==> src/rtl/trim_pkg.sv <==
package trim_pkg;

    typedef enum logic [1:0] {
        LVL_MID  = 2'd0,
        LVL_LOW  = 2'd1,
        LVL_HIGH = 2'd2,
        LVL_PROG = 2'd3
    } pin_lvl_e;

    typedef enum logic [1:0] {
        NV_BOOT = 2'd0,
        NV_IDLE = 2'd1,
        NV_REQ  = 2'd2,
        NV_WAIT = 2'd3
    } nv_state_e;

    typedef struct packed {
        logic valid;
        logic inc;
    } step_req_t;

    function automatic pin_lvl_e classify(input logic lo, input logic hi, input logic prog);
        if (prog)
            return LVL_PROG;
        else if (lo)
            return LVL_LOW;
        else if (hi)
            return LVL_HIGH;
        else
            return LVL_MID;
    endfunction

    function automatic int unsigned max_u(input int unsigned a, input int unsigned b);
        return (a > b) ? a : b;
    endfunction

endpackage

==> src/rtl/trim_level_sync.sv <==
module trim_level_sync
    import trim_pkg::*;
#(
    parameter int unsigned SYNC_STAGES = 2
) (
    input  logic     clk,
    input  logic     rst,
    input  logic     pin_lo,
    input  logic     pin_hi,
    input  logic     pin_prog,
    output pin_lvl_e level
);

    logic [2:0] stg [SYNC_STAGES];

    for (genvar g = 0; g < SYNC_STAGES; g++) begin : g_stage
        if (g == 0) begin : g_first
            always_ff @(posedge clk) begin
                if (rst)
                    stg[g] <= '0;
                else
                    stg[g] <= {pin_prog, pin_hi, pin_lo};
            end
        end else begin : g_next
            always_ff @(posedge clk) begin
                if (rst)
                    stg[g] <= '0;
                else
                    stg[g] <= stg[g-1];
            end
        end
    end

    always_ff @(posedge clk) begin
        if (rst)
            level <= LVL_MID;
        else
            level <= classify(stg[SYNC_STAGES-1][0],
                              stg[SYNC_STAGES-1][1],
                              stg[SYNC_STAGES-1][2]);
    end

endmodule

==> src/rtl/trim_width_qual.sv <==
module trim_width_qual
    import trim_pkg::*;
#(
    parameter int unsigned ACCEPT_TICKS = 200,
    parameter int unsigned PROG_TICKS   = 200
) (
    input  logic      clk,
    input  logic      rst,
    input  logic      tick,
    input  pin_lvl_e  level,
    output step_req_t step_o,
    output logic      commit_o
);

    localparam int unsigned MAX_T = max_u(ACCEPT_TICKS, PROG_TICKS);
    localparam int unsigned CW    = $clog2(MAX_T + 1);
    localparam logic [CW-1:0] CNT_MAX  = CW'(MAX_T);
    localparam logic [CW-1:0] ACC_LAST = CW'(ACCEPT_TICKS - 1);
    localparam logic [CW-1:0] PRG_LAST = CW'(PROG_TICKS - 1);

    pin_lvl_e    prev_q;
    logic [CW-1:0] width_q;
    logic        armed_q;
    logic        prog_done_q;
    logic        is_swing;

    assign is_swing = (level == LVL_LOW) || (level == LVL_HIGH);

    always_ff @(posedge clk) begin
        if (rst) begin
            prev_q      <= LVL_MID;
            width_q     <= '0;
            armed_q     <= 1'b1;
            prog_done_q <= 1'b0;
            step_o      <= '0;
            commit_o    <= 1'b0;
        end else begin
            step_o   <= '0;
            commit_o <= 1'b0;
            prev_q   <= level;
            if (level != prev_q) begin
                width_q     <= '0;
                prog_done_q <= 1'b0;
            end else if (tick) begin
                if (width_q != CNT_MAX)
                    width_q <= width_q + 1'b1;
                if (is_swing && armed_q && width_q == ACC_LAST) begin
                    step_o.valid <= 1'b1;
                    step_o.inc   <= (level == LVL_LOW);
                    armed_q      <= 1'b0;
                end
                if (level == LVL_PROG && !prog_done_q && width_q == PRG_LAST) begin
                    commit_o    <= 1'b1;
                    prog_done_q <= 1'b1;
                end
            end
            if (level == LVL_MID)
                armed_q <= 1'b1;
        end
    end

endmodule

==> src/rtl/trim_code_reg.sv <==
module trim_code_reg
    import trim_pkg::*;
#(
    parameter int unsigned CODE_W    = 7,
    parameter int unsigned GAP_TICKS = 10
) (
    input  logic              clk,
    input  logic              rst,
    input  logic              tick,
    input  logic              load,
    input  logic [CODE_W-1:0] load_val,
    input  step_req_t         step,
    input  logic              allow,
    output logic [CODE_W-1:0] code
);

    localparam int unsigned GW = $clog2(GAP_TICKS + 1);
    localparam logic [GW-1:0] GAP_FULL = GW'(GAP_TICKS);
    localparam logic [CODE_W-1:0] CODE_TOP = '1;

    logic [GW-1:0] gap_q;
    logic          take;

    assign take = step.valid && allow && (gap_q == GAP_FULL);

    always_ff @(posedge clk) begin
        if (rst) begin
            code  <= '0;
            gap_q <= GAP_FULL;
        end else begin
            if (take)
                gap_q <= '0;
            else if (tick && gap_q != GAP_FULL)
                gap_q <= gap_q + 1'b1;

            if (load)
                code <= load_val;
            else if (take) begin
                if (step.inc && code != CODE_TOP)
                    code <= code + 1'b1;
                else if (!step.inc && code != '0)
                    code <= code - 1'b1;
            end
        end
    end

endmodule

==> src/rtl/trim_nv_seq.sv <==
module trim_nv_seq
    import trim_pkg::*;
#(
    parameter int unsigned CODE_W     = 7,
    parameter int unsigned LOAD_TICKS = 500
) (
    input  logic              clk,
    input  logic              rst,
    input  logic              tick,
    input  logic              commit,
    input  logic [CODE_W-1:0] code,
    input  logic              nv_busy,
    output logic              load,
    output logic              ready,
    output logic              wr_busy,
    output logic              nv_wr_req,
    output logic [CODE_W-1:0] nv_wr_data
);

    localparam int unsigned BW = $clog2(LOAD_TICKS + 1);
    localparam logic [BW-1:0] BOOT_LAST = BW'(LOAD_TICKS - 1);

    nv_state_e     state_q;
    logic [BW-1:0] boot_q;

    assign load      = (state_q == NV_BOOT) && tick && (boot_q == BOOT_LAST);
    assign ready     = (state_q != NV_BOOT);
    assign wr_busy   = (state_q == NV_REQ) || (state_q == NV_WAIT);
    assign nv_wr_req = (state_q == NV_REQ);

    always_ff @(posedge clk) begin
        if (rst) begin
            state_q    <= NV_BOOT;
            boot_q     <= '0;
            nv_wr_data <= '0;
        end else begin
            unique case (state_q)
                NV_BOOT: begin
                    if (load)
                        state_q <= NV_IDLE;
                    else if (tick)
                        boot_q <= boot_q + 1'b1;
                end
                NV_IDLE: begin
                    if (commit) begin
                        nv_wr_data <= code;
                        state_q    <= NV_REQ;
                    end
                end
                NV_REQ: begin
                    if (nv_busy)
                        state_q <= NV_WAIT;
                end
                NV_WAIT: begin
                    if (!nv_busy)
                        state_q <= NV_IDLE;
                end
                default: state_q <= NV_IDLE;
            endcase
        end
    end

endmodule

==> src/rtl/trim_pin_ctrl.sv <==
module trim_pin_ctrl
    import trim_pkg::*;
#(
    parameter int unsigned CODE_W       = 7,
    parameter int unsigned ACCEPT_TICKS = 200,
    parameter int unsigned PROG_TICKS   = 200,
    parameter int unsigned GAP_TICKS    = 10,
    parameter int unsigned LOAD_TICKS   = 500,
    parameter int unsigned SYNC_STAGES  = 2
) (
    input  logic              clk,
    input  logic              rst,
    input  logic              tick,
    input  logic              pin_lo,
    input  logic              pin_hi,
    input  logic              pin_prog,
    input  logic              cnt_en,
    input  logic [CODE_W-1:0] nv_rd_data,
    input  logic              nv_busy,
    output logic [CODE_W-1:0] code,
    output logic              ready,
    output logic              wr_busy,
    output logic              nv_wr_req,
    output logic [CODE_W-1:0] nv_wr_data
);

    pin_lvl_e  level;
    step_req_t step;
    logic      commit;
    logic      load;
    logic      allow;

    assign allow = ready && !wr_busy && cnt_en;

    trim_level_sync #(
        .SYNC_STAGES(SYNC_STAGES)
    ) u_sync (
        .clk      (clk),
        .rst      (rst),
        .pin_lo   (pin_lo),
        .pin_hi   (pin_hi),
        .pin_prog (pin_prog),
        .level    (level)
    );

    trim_width_qual #(
        .ACCEPT_TICKS(ACCEPT_TICKS),
        .PROG_TICKS  (PROG_TICKS)
    ) u_qual (
        .clk      (clk),
        .rst      (rst),
        .tick     (tick),
        .level    (level),
        .step_o   (step),
        .commit_o (commit)
    );

    trim_code_reg #(
        .CODE_W   (CODE_W),
        .GAP_TICKS(GAP_TICKS)
    ) u_code (
        .clk      (clk),
        .rst      (rst),
        .tick     (tick),
        .load     (load),
        .load_val (nv_rd_data),
        .step     (step),
        .allow    (allow),
        .code     (code)
    );

    trim_nv_seq #(
        .CODE_W    (CODE_W),
        .LOAD_TICKS(LOAD_TICKS)
    ) u_nv (
        .clk        (clk),
        .rst        (rst),
        .tick       (tick),
        .commit     (commit && ready),
        .code       (code),
        .nv_busy    (nv_busy),
        .load       (load),
        .ready      (ready),
        .wr_busy    (wr_busy),
        .nv_wr_req  (nv_wr_req),
        .nv_wr_data (nv_wr_data)
    );

endmodule

==> config.mk <==
export PLATFORM = sky130hd
export DESIGN_NAME = trim_pin_ctrl
export DESIGN_NICKNAME = d
export VERILOG_FILES = /design/src/rtl/trim_pkg.sv /design/src/rtl/trim_level_sync.sv /design/src/rtl/trim_width_qual.sv /design/src/rtl/trim_code_reg.sv /design/src/rtl/trim_nv_seq.sv /design/src/rtl/trim_pin_ctrl.sv
export SDC_FILE = /design/constraint.sdc
export NUM_CORES = 1
export LEC_CHECK = 0
export ABC_AREA = 1
export CORE_UTILIZATION = 56
export DETAILED_ROUTE_END_ITERATION = 6
export PLACE_DENSITY = 0.9
export SETUP_SLACK_MARGIN = 0.1
export SLEW_MARGIN = 20
export SYNTH_ARGS = -nofsm -noshare
export SYNTH_HDL_FRONTEND = slang
export SYNTH_SLANG_ARGS = --single-unit
==> constraint.sdc <==
create_clock -name clk -period 2.06 [get_ports clk]
set_input_delay 0.412 -clock clk [delete_from_list [all_inputs] [get_ports clk]]
set_output_delay 0.412 -clock clk [all_outputs]
set_load 0.02 [all_outputs]
==> impl_metrics.prom <==
# TYPE chip_impl_metric gauge
chip_impl_metric{name="antenna_violations_before_repair",unit=""} 0
chip_impl_metric{name="power.density",unit="nW/um^2"} 669.7
chip_impl_info{name="clockRootBuffer",value="sky130_fd_sc_hd__clkbuf_8"} 1
chip_impl_metric{name="slew_viol_final",unit=""} 0
chip_impl_metric{name="worst-r2r-cell-count",unit=""} 11
chip_impl_metric{name="synth-edff-count",unit=""} 0
chip_impl_metric{name="initial_core_utilization",unit="%"} 57.91
chip_impl_metric{name="setup_total_negative_slack",unit="ns"} 0
chip_impl_metric{name="track_usage",unit="%"} 24.26
chip_impl_metric{name="gp_congestion",unit=""} 0.8780
chip_impl_metric{name="max_freq",unit="MHz"} 502.0
chip_impl_metric{name="yosys-mux-area-fraction",unit="%"} 0.3660
chip_impl_info{name="outcome",value="complete, no violations"} 1
chip_impl_metric{name="path_clk_slew",unit="ns"} 0.10
chip_impl_metric{name="routed_wire_length_per_instance",unit="microns"} 12.93
chip_impl_metric{name="insertedDiodeCount",unit=""} 0
chip_impl_metric{name="pin_count",unit=""} 32
chip_impl_metric{name="area.growth.synth_to_final",unit="%"} 19.67
chip_impl_info{name="critPathTopFamily",value="simple AND/OR/NAND/NOR gates"} 1
chip_impl_metric{name="r2r_setup_slack",unit="ns"} 0.07
chip_impl_metric{name="post_synth.cell_area_avg",unit="sq um"} 7.412
chip_impl_metric{name="final.period_utilization",unit="%"} 96.69
chip_impl_metric{name="htree_num_levels",unit=""} 2
chip_impl_metric{name="number_of_warnings_reported_in_the_yosys_synthesis_log",unit=""} 0
chip_impl_metric{name="via_per_inst",unit=""} 5.285
chip_impl_info{name="netlist.top_cell.by_area",value="sky130_fd_sc_hd__dfxtp_1"} 1
chip_impl_metric{name="setup_viol",unit=""} 0
chip_impl_metric{name="post_synth_num_cell_types",unit=""} 36
chip_impl_info{name="synth_top_flop_cell",value="sky130_fd_sc_hd__dfxtp_1"} 1
chip_impl_metric{name="dr_total_vias",unit=""} 2526
chip_impl_metric{name="numPortBuffers",unit=""} 31
chip_impl_metric{name="worst-slew-pin-transition",unit="ns"} 0.4541
chip_impl_info{name="worstSetupPathType",value="register to register"} 1
chip_impl_metric{name="timing.max_cap.violations",unit=""} 0
chip_impl_metric{name="num_rows",unit=""} 25
chip_impl_metric{name="route.detailed.drc",unit=""} 0
chip_impl_metric{name="fin_nets",unit=""} 444
chip_impl_metric{name="dieHeight",unit="microns"} 71.89
chip_impl_metric{name="path_max_fanout",unit=""} 6
chip_impl_metric{name="hold_ws",unit="ns"} 0.4051
chip_impl_info{name="tritoncts_clock_tree",value="yes"} 1
chip_impl_metric{name="final_layout_size_suffix_gt1_share",unit="%"} 11.44
chip_impl_metric{name="cts_num_sinks",unit=""} 52
chip_impl_metric{name="cts_buffers",unit=""} 5
chip_impl_info{name="synth_top_family_by_area",value="simple AND/OR/NAND/NOR gates"} 1
chip_impl_info{name="holdCritPathClass",value="register to register"} 1
chip_impl_metric{name="max-vdd-ir-drop",unit="uV"} 461.3
chip_impl_info{name="synthTopCellsByCount",value="sky130_fd_sc_hd__nand2_1 (63), sky130_fd_sc_hd__inv_1 (62), sky130_fd_sc_hd__dfxtp_1 (52)"} 1
chip_impl_info{name="slowest_stage",value="sky130_fd_sc_hd__dfxtp_4"} 1
chip_impl_metric{name="post-layout-total-power",unit="W"} 0.002192
chip_impl_metric{name="synth_compound_gate_area_share",unit="%"} 13.27
chip_impl_info{name="end_kind",value="register"} 1
chip_impl_info{name="timing.hold.worst.start",value="u_sync.stg[0][0]$_SDFF_PP0_"} 1
chip_impl_metric{name="share_of_flip_flops_with_an_asynchronous_set_or_reset",unit="%"} 0
chip_impl_metric{name="ctsHoldBuffers",unit=""} 0
chip_impl_info{name="yosysMostFrequentCell",value="sky130_fd_sc_hd__nand2_1"} 1
chip_impl_info{name="yosys-top-cells-area",value="sky130_fd_sc_hd__dfxtp_1 (38%), sky130_fd_sc_hd__nand2_1 (8.6%), sky130_fd_sc_hd__inv_1 (8.5%), sky130_fd_sc_hd__ha_1 (8.2%), sky130_fd_sc_hd__a21oi_1 (6.4%)"} 1
chip_impl_metric{name="grt_start_max_net_pins",unit=""} 21
chip_impl_metric{name="p_leak",unit="nW"} 1.368
chip_impl_metric{name="postRouteWirelength",unit="microns"} 6180
chip_impl_metric{name="design_area",unit="sq um"} 3273
chip_impl_metric{name="globalRoute.totalOverflow",unit=""} 0
chip_impl_info{name="timing.rr.start",value="u_code.code[5]$_SDFFE_PP0P_"} 1
chip_impl_metric{name="placedInstanceArea",unit="sq um"} 3167
chip_impl_info{name="r2r_end",value="u_code.code[4]$_SDFFE_PP0P_"} 1
chip_impl_metric{name="worst_ep_required_time",unit="ns"} 2.29
chip_impl_metric{name="seq_area_frac_synth",unit="%"} 38.06
chip_impl_metric{name="cts_setup_buffers",unit=""} 0
chip_impl_metric{name="die_area",unit="sq um"} 5167
chip_impl_metric{name="critical_path_buf_inv_count",unit=""} 2
chip_impl_metric{name="yosys_register_bits",unit=""} 52
chip_impl_metric{name="post-dp-hpwl",unit="microns"} 4337
chip_impl_metric{name="synthSimpleGateAreaFrac",unit="%"} 25.66
chip_impl_metric{name="clock_insertion_delay_worst_skew",unit="ns"} 0.31
chip_impl_metric{name="hold-path-cell-count",unit=""} 2
chip_impl_metric{name="cts.path.max_buffers",unit=""} 2
chip_impl_info{name="start_kind",value="register"} 1
chip_impl_metric{name="yosysTopAreaCellShare",unit="%"} 38.06
chip_impl_metric{name="slowest_delay",unit="ns"} 0.38
chip_impl_metric{name="slew_headroom",unit="%"} 69.64
chip_impl_metric{name="finalClockSkew",unit="ns"} 0.01376
chip_impl_info{name="most_common_cell_on_crit_path",value="sky130_fd_sc_hd__inv_1"} 1
chip_impl_metric{name="placedCellCount",unit=""} 470
chip_impl_metric{name="synth_nets",unit=""} 403
chip_impl_metric{name="die_width",unit="microns"} 71.89
chip_impl_metric{name="fin_cells",unit=""} 478
chip_impl_metric{name="number_of_antenna_violating_nets_in_the_routed_design",unit=""} 0
chip_impl_metric{name="synth.cell_area",unit="sq um"} 2735
chip_impl_metric{name="grt_first_pass_wirelength",unit="microns"} 9839
chip_impl_info{name="worstPathCellList",value="inv_1, nor2_2, nand2_2, nand2_4, ha_2, nand2_1, inv_1, a21oi_2, xnor2_1, mux2i_1, a21oi_1"} 1
chip_impl_metric{name="detail_route.iter0.violations",unit=""} 140
chip_impl_metric{name="post_synth_fa_ha_maj_area_fraction",unit="%"} 8.966
chip_impl_metric{name="post-route-min-period",unit="ns"} 1.992
chip_impl_info{name="min_delay_worst_endpoint",value="u_sync.stg[1][0]$_SDFF_PP0_"} 1
chip_impl_metric{name="synthXorXnorAreaFrac",unit="%"} 3.522
chip_impl_metric{name="timing_hold_violations_final",unit=""} 0
chip_impl_metric{name="critical_path_arrival",unit="ns"} 2.23
chip_impl_metric{name="synth_cells",unit=""} 369
chip_impl_metric{name="vias_in_the_first_global_route",unit=""} 2346
chip_impl_metric{name="core_area",unit="sq um"} 4723
chip_impl_metric{name="detail_route.first_pass.iterations",unit=""} 4
-- cell families (layout without fill, tap and decap cells) --
| group | count (synthesis) | in the layout |
|---|---|---|
| simple gates | 145 | 145 |
| xor+xnor | 11 | 11 |
| flops | 52 | 52 |
| mux | 1 | 1 |
| compound gates | 69 | 69 |
| buf+inv | 72 | 114 |
| fa+ha+maj | 19 | 19 |
-- final cells by class --
| class | count | area [sq um] |
|---|---|---|
| Timing Repair Buffer | 40 | 370.4 |
| Clock inverter | 3 | 21.27 |
| Fill cell | 356 | 1450 |
| Inverter | 66 | 247.7 |
| Clock buffer | 5 | 68.82 |
| Multi-Input combinational cell | 245 | 1435 |
| Tap cell | 67 | 83.83 |
| Sequential cell | 52 | 1046 |
-- per-stage QoR --
step | worst slack, ns | util, %
after floorplan | 0.1262 | -
after global placement | 0.1502 | 67.05
after global routing | -0.008574 | 69.30
after CTS | 0.002185 | 68.95
final | 0.06814 | 69.30
after detailed placement | 0.04843 | 67.05
-- worst max path at each step --
stage,start,to,slack [ns],depth (start not counted)
CTS,u_nv.state_q[0]$_SDFFE_PP0P_,wr_busy,0.002,4
detailed placement,u_code.code[5]$_SDFFE_PP0P_,u_code.code[4]$_SDFFE_PP0P_,0.05,11
floorplan,u_code.code[0]$_SDFFE_PP0P_,u_code.code[3]$_SDFFE_PP0P_,0.13,11
global placement,tick,u_nv.state_q[0]$_SDFFE_PP0P_,0.15,8
finish,u_code.code[5]$_SDFFE_PP0P_,u_code.code[4]$_SDFFE_PP0P_,0.07,11
global route,u_code.code[3]$_SDFFE_PP0P_,u_code.code[4]$_SDFFE_PP0P_,-0.009,11
-- routing by layer --
layer	up-vias	global-route usage [%]	share of wire, %
met5	-	0	0
met4	0	11.55	3.9
met3	23	4.923	4.3
met2	98	43.71	49
met1	1142	27.30	43
li1	1263	-	-
-- worst min-delay path, stage by stage (launching register included) --
cell                      delay (ns)
sky130_fd_sc_hd__dfxtp_1        0.31
sky130_fd_sc_hd__inv_1          0.04
sky130_fd_sc_hd__nor2_1         0.03
-- layout by cell type (no fill, tap or decap), types with 9 or more instances in the layout --
| cell type | instances |
|---|---|
| sky130_fd_sc_hd__ha_1 | 17 |
| sky130_fd_sc_hd__nand2_1 | 61 |
| sky130_fd_sc_hd__clkdlybuf4s50_1 | 28 |
| sky130_fd_sc_hd__o21ai_0 | 27 |
| sky130_fd_sc_hd__buf_4 | 9 |
| sky130_fd_sc_hd__dfxtp_1 | 50 |
| sky130_fd_sc_hd__a21oi_1 | 34 |
| sky130_fd_sc_hd__xnor2_1 | 9 |
| sky130_fd_sc_hd__nor2_1 | 29 |
| sky130_fd_sc_hd__nand3_1 | 18 |
| sky130_fd_sc_hd__inv_1 | 62 |
-- report_power, final --
part / leakage, nW / switching (W) / internal (W) / total [W]
Clock: 0.0445 / 0.000346 / 0.000242 / 0.000587
Sequential: 0.423 / 0.0000587 / 0.00107 / 0.00113
Combinational: 0.900 / 0.000292 / 0.000180 / 0.000472
Total: 1.37 / 0.000696 / 0.00150 / 0.00219
-- repair_timing --
item	CTS	global route
setup endpoints to repair	8	7
gates cloned	0	0
pin swaps	0	1
resized for setup	5	9
hold endpoints to repair	0	0
-- state kept, by name (all words and copies together) (netlist names), 4 cells and up --
| name | cells |
|---|---|
| u_qual.width_q | 8 |
| u_nv.boot_q | 9 |
| u_nv.nv_wr_data | 7 |
| u_code.gap_q | 4 |
| u_code.code | 7 |
| u_sync.stg | 6 |
No activity file was read; power rests on OpenSTA's default activity.
